File: config.mk
export PLATFORM = sky130hd
export DESIGN_NAME = uart_rx_core
export DESIGN_NICKNAME = d
export VERILOG_FILES = /design/src/rtl/uart_rx_pkg.sv /design/src/rtl/uart_rx_baud.sv /design/src/rtl/uart_rx_framer.sv /design/src/rtl/uart_rx_fifo.sv /design/src/rtl/uart_rx_core.sv
export SDC_FILE = /design/constraint.sdc
export NUM_CORES = 1
export LEC_CHECK = 0
export BUFFER_PORTS_ARGS = -buffer_cell sky130_fd_sc_hd__buf_4
export CAP_MARGIN = 20
export CORE_ASPECT_RATIO = 0.6
export CORE_UTILIZATION = 30
export CTS_CLUSTER_SIZE = 12
export DETAILED_ROUTE_END_ITERATION = 8
export HOLD_SLACK_MARGIN = 0.02
export PLACE_DENSITY = 0.49
export SYNTH_ARGS = -nofsm -noshare
export SYNTH_HDL_FRONTEND = slang
export SYNTH_SLANG_ARGS = --single-unit
File: constraint.sdc
create_clock -name clk -period 3.4 [get_ports clk]
set_input_delay 0.17 -clock clk [delete_from_list [all_inputs] [get_ports clk]]
set_output_delay 0.17 -clock clk [all_outputs]
set_load 0.05 [all_outputs]
File: src/rtl/uart_rx_pkg.sv
// Package: shared widths and types of the serial receiver.
// Assumes an 8-bit maximum character and sixteen-fold oversampling.
package uart_rx_pkg;
    localparam int CHAR_W = 8;
    localparam int OSR    = 16;

    typedef struct packed {
        logic              brk;
        logic              ferr;
        logic              perr;
        logic [CHAR_W-1:0] data;
    } rx_entry_t;

    localparam int ENTRY_W = $bits(rx_entry_t);

    typedef enum logic [2:0] {
        RX_IDLE,
        RX_START,
        RX_DATA,
        RX_PAR,
        RX_STOP,
        RX_WAITHI
    } rx_state_t;
endpackage

File: src/rtl/uart_rx_baud.sv
// Module: sampling strobe generator.
// Emits a one-clock tick every 'divisor' clocks; a divisor of 0 is treated
// as 1. Assumes the divisor is held steady while a character is received.
module uart_rx_baud #(
    parameter int DIV_W = 16
) (
    input  logic             clk,
    input  logic             rst_n,
    input  logic [DIV_W-1:0] divisor,
    output logic             tick
);
    logic [DIV_W-1:0] cnt;
    logic [DIV_W-1:0] div_eff;

    // Purpose: map divisor 0 onto the shortest period.
    always_comb begin
        div_eff = (divisor == '0) ? DIV_W'(1) : divisor;
    end

    // Purpose: count clocks and pulse the tick at the end of each period.
    always_ff @(posedge clk) begin
        if (!rst_n) begin
            cnt  <= '0;
            tick <= 1'b0;
        end else if (cnt >= div_eff - DIV_W'(1)) begin
            cnt  <= '0;
            tick <= 1'b1;
        end else begin
            cnt  <= cnt + DIV_W'(1);
            tick <= 1'b0;
        end
    end

    // with a period above one clock, ticks never come back to back.
    p_tick_gap_r2: assert property (@(posedge clk) disable iff (!rst_n)
        (tick && div_eff > DIV_W'(1)) |=> !tick);
endmodule

File: src/rtl/uart_rx_framer.sv
// Module: character framer.
// Works on the synchronised line, one step per sampling tick. It validates
// the start bit at the middle sample, then samples the data, parity and the
// first stop bit at mid-bit, and emits one tagged entry per character.
// Assumes line-control inputs do not change while a character is in flight.
module uart_rx_framer
    import uart_rx_pkg::*;
(
    input  logic       clk,
    input  logic       rst_n,
    input  logic       tick,
    input  logic       line,
    input  logic [1:0] wls,
    input  logic       par_en,
    input  logic       par_odd,
    output logic       push,
    output rx_entry_t  entry
);
    localparam int CNT_W = $clog2(OSR);
    localparam int IDX_W = $clog2(CHAR_W);
    localparam logic [CNT_W-1:0] START_CHK   = CNT_W'(OSR / 2 - 1);
    localparam logic [CNT_W-1:0] SAMPLE_LAST = CNT_W'(OSR - 1);

    rx_state_t         state;
    logic [CNT_W-1:0]  cnt;
    logic [IDX_W-1:0]  bit_idx;
    logic [IDX_W-1:0]  last_idx;
    logic [CHAR_W-1:0] shreg;
    logic              par_bit;
    logic              perr_now;
    logic              brk_now;

    // Purpose: index of the final data bit for the selected length.
    always_comb begin
        last_idx = IDX_W'(wls) + IDX_W'(CHAR_W - 4);
    end

    // Purpose: judge parity and break from the bits collected so far.
    always_comb begin
        perr_now = par_en && ((^shreg ^ par_bit) != par_odd);
        brk_now  = (shreg == '0) && (!par_en || !par_bit) && !line;
    end

    // Purpose: frame state machine, stepped once per tick.
    always_ff @(posedge clk) begin
        if (!rst_n) begin
            state   <= RX_IDLE;
            cnt     <= '0;
            bit_idx <= '0;
            shreg   <= '0;
            par_bit <= 1'b0;
            push    <= 1'b0;
            entry   <= '0;
        end else begin
            push <= 1'b0;
            if (tick) begin
                case (state)
                    RX_IDLE: begin
                        if (!line) begin
                            state <= RX_START;
                            cnt   <= CNT_W'(1);
                        end
                    end
                    RX_START: begin
                        if (cnt == START_CHK) begin
                            if (!line) begin
                                state   <= RX_DATA;
                                cnt     <= '0;
                                bit_idx <= '0;
                                shreg   <= '0;
                                par_bit <= 1'b0;
                            end else begin
                                state <= RX_IDLE;
                            end
                        end else begin
                            cnt <= cnt + CNT_W'(1);
                        end
                    end
                    RX_DATA: begin
                        if (cnt == SAMPLE_LAST) begin
                            cnt            <= '0;
                            shreg[bit_idx] <= line;
                            if (bit_idx == last_idx) begin
                                state <= par_en ? RX_PAR : RX_STOP;
                            end else begin
                                bit_idx <= bit_idx + IDX_W'(1);
                            end
                        end else begin
                            cnt <= cnt + CNT_W'(1);
                        end
                    end
                    RX_PAR: begin
                        if (cnt == SAMPLE_LAST) begin
                            cnt     <= '0;
                            par_bit <= line;
                            state   <= RX_STOP;
                        end else begin
                            cnt <= cnt + CNT_W'(1);
                        end
                    end
                    RX_STOP: begin
                        if (cnt == SAMPLE_LAST) begin
                            cnt  <= '0;
                            push <= 1'b1;
                            if (brk_now) begin
                                entry <= '{brk: 1'b1, ferr: 1'b1, perr: 1'b0, data: '0};
                            end else begin
                                entry <= '{brk: 1'b0, ferr: !line, perr: perr_now, data: shreg};
                            end
                            state <= line ? RX_IDLE : RX_WAITHI;
                        end else begin
                            cnt <= cnt + CNT_W'(1);
                        end
                    end
                    RX_WAITHI: begin
                        if (line) begin
                            state <= RX_IDLE;
                        end
                    end
                    default: state <= RX_IDLE;
                endcase
            end
        end
    end

    // a character completes in a single clock, never two in a row.
    p_single_push_r7: assert property (@(posedge clk) disable iff (!rst_n)
        push |=> !push);

    // while waiting for the line to rise, no character is emitted.
    p_waithi_quiet_r7: assert property (@(posedge clk) disable iff (!rst_n)
        (state == RX_WAITHI && !line) |=> !push);
endmodule

File: src/rtl/uart_rx_fifo.sv
// Module: show-ahead queue of tagged entries.
// The head entry is always on dout. A push is accepted only when the queue
// is not full at the start of the cycle; a pop on an empty queue is ignored.
// Assumes DEPTH is a power of two.
module uart_rx_fifo #(
    parameter  int DEPTH = 64,
    parameter  int W     = 11,
    localparam int PTR_W = $clog2(DEPTH),
    localparam int LVL_W = $clog2(DEPTH + 1)
) (
    input  logic             clk,
    input  logic             rst_n,
    input  logic             push,
    input  logic [W-1:0]     din,
    input  logic             pop,
    output logic [W-1:0]     dout,
    output logic [LVL_W-1:0] level,
    output logic             full
);
    logic [W-1:0]     mem [DEPTH];
    logic [PTR_W-1:0] wptr;
    logic [PTR_W-1:0] rptr;
    logic             push_ok;
    logic             pop_ok;

    // Purpose: qualify requests against the current fill.
    always_comb begin
        full    = (level == LVL_W'(DEPTH));
        push_ok = push && !full;
        pop_ok  = pop && (level != '0);
        dout    = mem[rptr];
    end

    // Purpose: store accepted entries.
    always_ff @(posedge clk) begin
        if (push_ok) begin
            mem[wptr] <= din;
        end
    end

    // Purpose: move pointers and track the fill.
    always_ff @(posedge clk) begin
        if (!rst_n) begin
            wptr  <= '0;
            rptr  <= '0;
            level <= '0;
        end else begin
            if (push_ok) wptr <= wptr + PTR_W'(1);
            if (pop_ok)  rptr <= rptr + PTR_W'(1);
            case ({push_ok, pop_ok})
                2'b10:   level <= level + LVL_W'(1);
                2'b01:   level <= level - LVL_W'(1);
                default: level <= level;
            endcase
        end
    end

    // the fill never exceeds the depth.
    p_level_bound_r8: assert property (@(posedge clk) disable iff (!rst_n)
        level <= LVL_W'(DEPTH));

    // a read on an empty queue leaves it empty.
    p_empty_read_r8: assert property (@(posedge clk) disable iff (!rst_n)
        (level == '0 && pop && !push) |=> level == '0);

    // a push into a full queue without a read keeps it full.
    p_no_overflow_r9: assert property (@(posedge clk) disable iff (!rst_n)
        (full && push && !pop) |=> level == LVL_W'(DEPTH));

    // a push and a pop in one cycle leave the fill unchanged.
    p_same_cycle_r11: assert property (@(posedge clk) disable iff (!rst_n)
        (push && pop && level != '0 && !full) |=> $stable(level));
endmodule

File: src/rtl/uart_rx_core.sv
// Module: top of the serial receiver.
// Selects the pin or the loopback source, synchronises it, and drives the
// tick generator, the framer and the tagged queue. Holds the sticky overrun
// status. Assumes rxd and lb_txd are asynchronous to clk and idle high.
module uart_rx_core
    import uart_rx_pkg::*;
#(
    parameter  int DEPTH = 64,
    parameter  int DIV_W = 16,
    localparam int LVL_W = $clog2(DEPTH + 1)
) (
    input  logic              clk,
    input  logic              rst_n,
    input  logic              rxd,
    input  logic              lb_en,
    input  logic              lb_txd,
    input  logic [DIV_W-1:0]  divisor,
    input  logic [1:0]        wls,
    input  logic              par_en,
    input  logic              par_odd,
    input  logic              rd_en,
    output logic [CHAR_W-1:0] rd_data,
    output logic              rd_perr,
    output logic              rd_ferr,
    output logic              rd_brk,
    output logic [LVL_W-1:0]  fifo_level,
    output logic              overrun
);
    localparam int SYNC_N = 2;

    logic              line_raw;
    logic [SYNC_N-1:0] sync_q;
    logic              tick;
    logic              push;
    rx_entry_t         entry;
    rx_entry_t         head;
    logic              full;

    // Purpose: pick the receive source.
    always_comb begin
        line_raw = lb_en ? lb_txd : rxd;
    end

    // Purpose: bring the line into the clock domain, idle high.
    always_ff @(posedge clk) begin
        if (!rst_n) sync_q <= '1;
        else        sync_q <= {sync_q[SYNC_N-2:0], line_raw};
    end

    uart_rx_baud #(.DIV_W(DIV_W)) u_baud (
        .clk     (clk),
        .rst_n   (rst_n),
        .divisor (divisor),
        .tick    (tick)
    );

    uart_rx_framer u_framer (
        .clk     (clk),
        .rst_n   (rst_n),
        .tick    (tick),
        .line    (sync_q[SYNC_N-1]),
        .wls     (wls),
        .par_en  (par_en),
        .par_odd (par_odd),
        .push    (push),
        .entry   (entry)
    );

    uart_rx_fifo #(.DEPTH(DEPTH), .W(ENTRY_W)) u_fifo (
        .clk   (clk),
        .rst_n (rst_n),
        .push  (push),
        .din   (entry),
        .pop   (rd_en),
        .dout  (head),
        .level (fifo_level),
        .full  (full)
    );

    // Purpose: unpack the head entry onto the ports.
    always_comb begin
        rd_data = head.data;
        rd_perr = head.perr;
        rd_ferr = head.ferr;
        rd_brk  = head.brk;
    end

    // Purpose: sticky overrun, set by a dropped character, cleared by a read.
    always_ff @(posedge clk) begin
        if (!rst_n)             overrun <= 1'b0;
        else if (push && full)  overrun <= 1'b1;
        else if (rd_en)         overrun <= 1'b0;
    end

    // a character arriving at a full queue raises overrun.
    p_ovr_set_r9: assert property (@(posedge clk) disable iff (!rst_n)
        (push && fifo_level == LVL_W'(DEPTH)) |=> overrun);

    // a read with no dropped character clears overrun.
    p_ovr_clear_r9: assert property (@(posedge clk) disable iff (!rst_n)
        (rd_en && !(push && fifo_level == LVL_W'(DEPTH))) |=> !overrun);

    // without a read, overrun never falls.
    p_ovr_sticky_r9: assert property (@(posedge clk) disable iff (!rst_n)
        (overrun && !rd_en) |=> overrun);
endmodule

==> impl_metrics.tcl <==
set metrics [dict create \
    numCtsBuffers 79 \
    final_max_slew_viol_count 0 \
    dpl.hpwl_mm 57.0 \
    worst_ir_drop_vdd_v 0.000353 \
    syn_area_sq_mm 0.0315 \
    clk_latency_ns 0.65 \
    fin_skew_ns 0.0243 \
    placed_cells 3345 \
    async_reset_ff_frac 0 \
    p_int_uw 14800 \
    rsz0062_at_grt "true" \
    whs_ns 0.278 \
    grt_pass1_vias 17400 \
    grt.overflow.total 0 \
    coreArea_sq_mm 0.103 \
    fmaxAchievable_mhz 298 \
    clk_pin_slew_ns 0.06 \
    final.setup.tns_ns 0 \
    syn_avg_cell_area_sq_um 17.4 \
    stdcell_count 3509 \
    seq_area_frac_synth 0.720 \
    p_leak_uw 0.0106 \
    viasPerCell 5.10 \
    cts_sinks 780 \
    maxCapViolations 0 \
    seqPwrFrac 0.558 \
    setup_viol_count_final 0 \
    synth-edff-count 704 \
    grt_pass1_wl_mm 126 \
    drive_gt1_frac 0.281 \
    gp_congestion 0.884 \
    power_frac_comb 0.007 \
    switching_share 0.197 \
    path_cells "buf_16 -> buf_4 -> buf_4 -> mux4_2 -> a22oi_1 -> a21oi_1 -> o21ai_1 -> a21oi_2 -> buf_4" \
    wl_mm 86.8 \
    cpMaxStageDelayCell "mux4_2" \
    dpl_cell_area_sq_mm 0.0347 \
    antenna_found_initial 2 \
    portBuffers 44 \
    synth_ff_type "edfxtp_1" \
    die_x_um 420 \
    p_sw_uw 3630 \
    path_class "flop to primary output" \
    worstPathArrival_ns 3.19 \
    hp-class "input port to flop" \
    dieArea_sq_mm 0.106 \
    design_power_total_uw 18400 \
    yosysWarnings 0 \
    num_antenna_cells 0 \
    syn_inst 1804 \
    path_max_fanout 15 \
    wire_per_inst_um 24.7 \
    syn_to_final_growth_pct 20.1 \
    fp.dieH_um 253 \
    start_util 0.304 \
    grt_use_total 0.164 \
    design_area_sq_mm 0.0378 \
    hold_violations 0 \
    drt_iter0_markers 2103 \
    cts_root_buffer "clkbuf_16" \
    grt_max_degree 51 \
    cts_tree "yes" \
    finalNetCount 2133 \
    dr.pass1.iters 6 \
    cpMostUsedCell "buf_4" \
    relSlewSlack 0.266 \
    clk_path_buf_depth 3 \
    yosysUniqueCellTypes 67 \
    end_kind "primary output" \
    tightest_slew_ns 1.10 \
    finalCriticalPeriod_ns 3.36 \
    syn_nets 1863 \
    route.detailed.drc 0 \
    synth-seq-cells 780 \
    h-tree-depth 3 \
    p_per_area_mw_per_mm2 488 \
    clkPwrFrac 0.435 \
    vias 17900 \
    boundaryPins 45 \
    rows 91 \
    status "finished, final reports clean" \
    crit_path_max_incr_delay_ns 0.54 \
    period_share 0.987 \
    start_kind "flop" \
    critPathRequiredTime_ns 3.23 \
    antenna_left 0 \
]
[synthesized netlist by cell type (9+ instances only)]
| library cell | n | share of area |
|---|---|---|
| xor2_1 | 18 | 0.0050 |
| xnor2_1 | 27 | 0.0075 |
| nand2b_1 | 17 | 0.0034 |
| a221oi_1 | 9 | 0.0025 |
| mux4_2 | 155 | 0.11 |
| nor2_1 | 161 | 0.019 |
| nor2b_1 | 21 | 0.0042 |
| a21oi_1 | 58 | 0.0092 |
| buf_4 | 16 | 0.0038 |
| clkbuf_1 | 45 | 0.0054 |
| dfxtp_1 | 76 | 0.048 |
| a31oi_1 | 10 | 0.0020 |
| ha_1 | 32 | 0.013 |
| o21ai_0 | 33 | 0.0052 |
| a22oi_1 | 50 | 0.012 |
| edfxtp_1 | 704 | 0.67 |
| nand3_1 | 38 | 0.0060 |
| nand2_1 | 62 | 0.0074 |
| mux2i_1 | 62 | 0.020 |
| buf_2 | 25 | 0.0040 |
| and2_1 | 9 | 0.0018 |
| nor3_1 | 25 | 0.0040 |
| a211oi_1 | 10 | 0.0024 |
| inv_1 | 25 | 0.0030 |
[cell usage in the layout, fill, tap and decap left out, types with 32 or more instances in the layout]
master / Yosys / final
nor2_1: 161 / 160
a21oi_1: 58 / 52
nand2_1: 62 / 60
a22oi_1: 50 / 40
mux2i_1: 62 / 61
ha_1: 32 / 32
edfxtp_1: 704 / 704
mux4_2: 155 / 155
nand3_1: 38 / 34
buf_4: 16 / 244
clkbuf_16: 0 / 81
dfxtp_1: 76 / 60
[state kept, by name, summed over array words and instances (netlist names), named ones only]
name / count
overrun: 1
u_baud.tick: 1
u_framer.bit_idx: 3
u_framer.push: 1
sync_q: 2
u_framer.state: 3
u_fifo.level: 7
u_framer.par_bit: 1
u_framer.entry: 11
u_fifo.rptr: 6
u_framer.cnt: 4
u_fifo.wptr: 6
u_framer.shreg: 8
u_fifo.mem: 704
u_baud.cnt: 16
[worst max-delay path: cells and delay by family, from the launching register on]
kind / cells / cell delay [ns]
buf+inv: 4 / 0.71
compound gates: 4 / 0.86
mux: 1 / 0.54
flops: 1 / 0.40
[final timing paths]
kind	start	to	slack [ns]	cells after the start
worst max register to register	u_fifo.level[0]	u_fifo.level[4]	0.41	10
worst max-delay path	flop	rd_data[2]	0.04	9
worst min register to register	sync_q[0]	sync_q[1]	0.41	1
worst min-delay path	wls[0]	u_framer.bit_idx[2]	0.28	7
[cell families after synthesis]
group	synth area share
compound gates	0.0469
mux	0.132
simple gates	0.0578
fa+ha+maj	0.0134
buf+inv	0.0173
xor+xnor	0.0125
flops	0.720
[per-stage QoR]
step / setup slack [ns] / util
floorplan: 0.0208 / -
global placement: -0.181 / 0.336
detailed placement: -0.150 / 0.336
CTS: -0.0523 / 0.362
global route: -0.0186 / 0.366
finish: 0.0437 / 0.366
[routing by layer]
layer / wire, um / track usage / vias to the layer above
met3: 6450 / 0.0337 / 114
met2: 35200 / 0.221 / 659
met5: 0 / 0 / -
met4: 1760 / 0.0415 / 0
li1: - / - / 7725
met1: 43300 / 0.263 / 9382
[area by class of cell]
| class | instances | area [sq um] |
|---|---|---|
| Fill cell | 9662 | 65600 |
| Sequential cell | 780 | 22700 |
| Multi-Input combinational cell | 905 | 8510 |
| Timing Repair Buffer | 282 | 2470 |
| Clock buffer | 103 | 2140 |
| Tap cell | 1395 | 1750 |
| Clock inverter | 18 | 130 |
| Inverter | 26 | 101 |
[power groups by stage]
stage / clock [uW] / sequential, uW / combinational, uW
4_1_cts: 8220 / 10300 / 125
5_1_grt: 8550 / 10300 / 135
2_1_floorplan: 0 / 10500 / 59.0
3_5_place_dp: 0 / 10500 / 118
6_report: 8030 / 10300 / 123
3_3_place_gp: 0 / 10500 / 116
[timing repair]
action	in CTS	in global routing
pin swaps	4	11
cloned	3	0
hold buffers	7	0
endpoints found under the hold margin	25	0
resized for setup	41	41
endpoints found under the setup margin	11	11
buffers inserted	16	16
No activity file was read; power rests on OpenSTA's default activity.
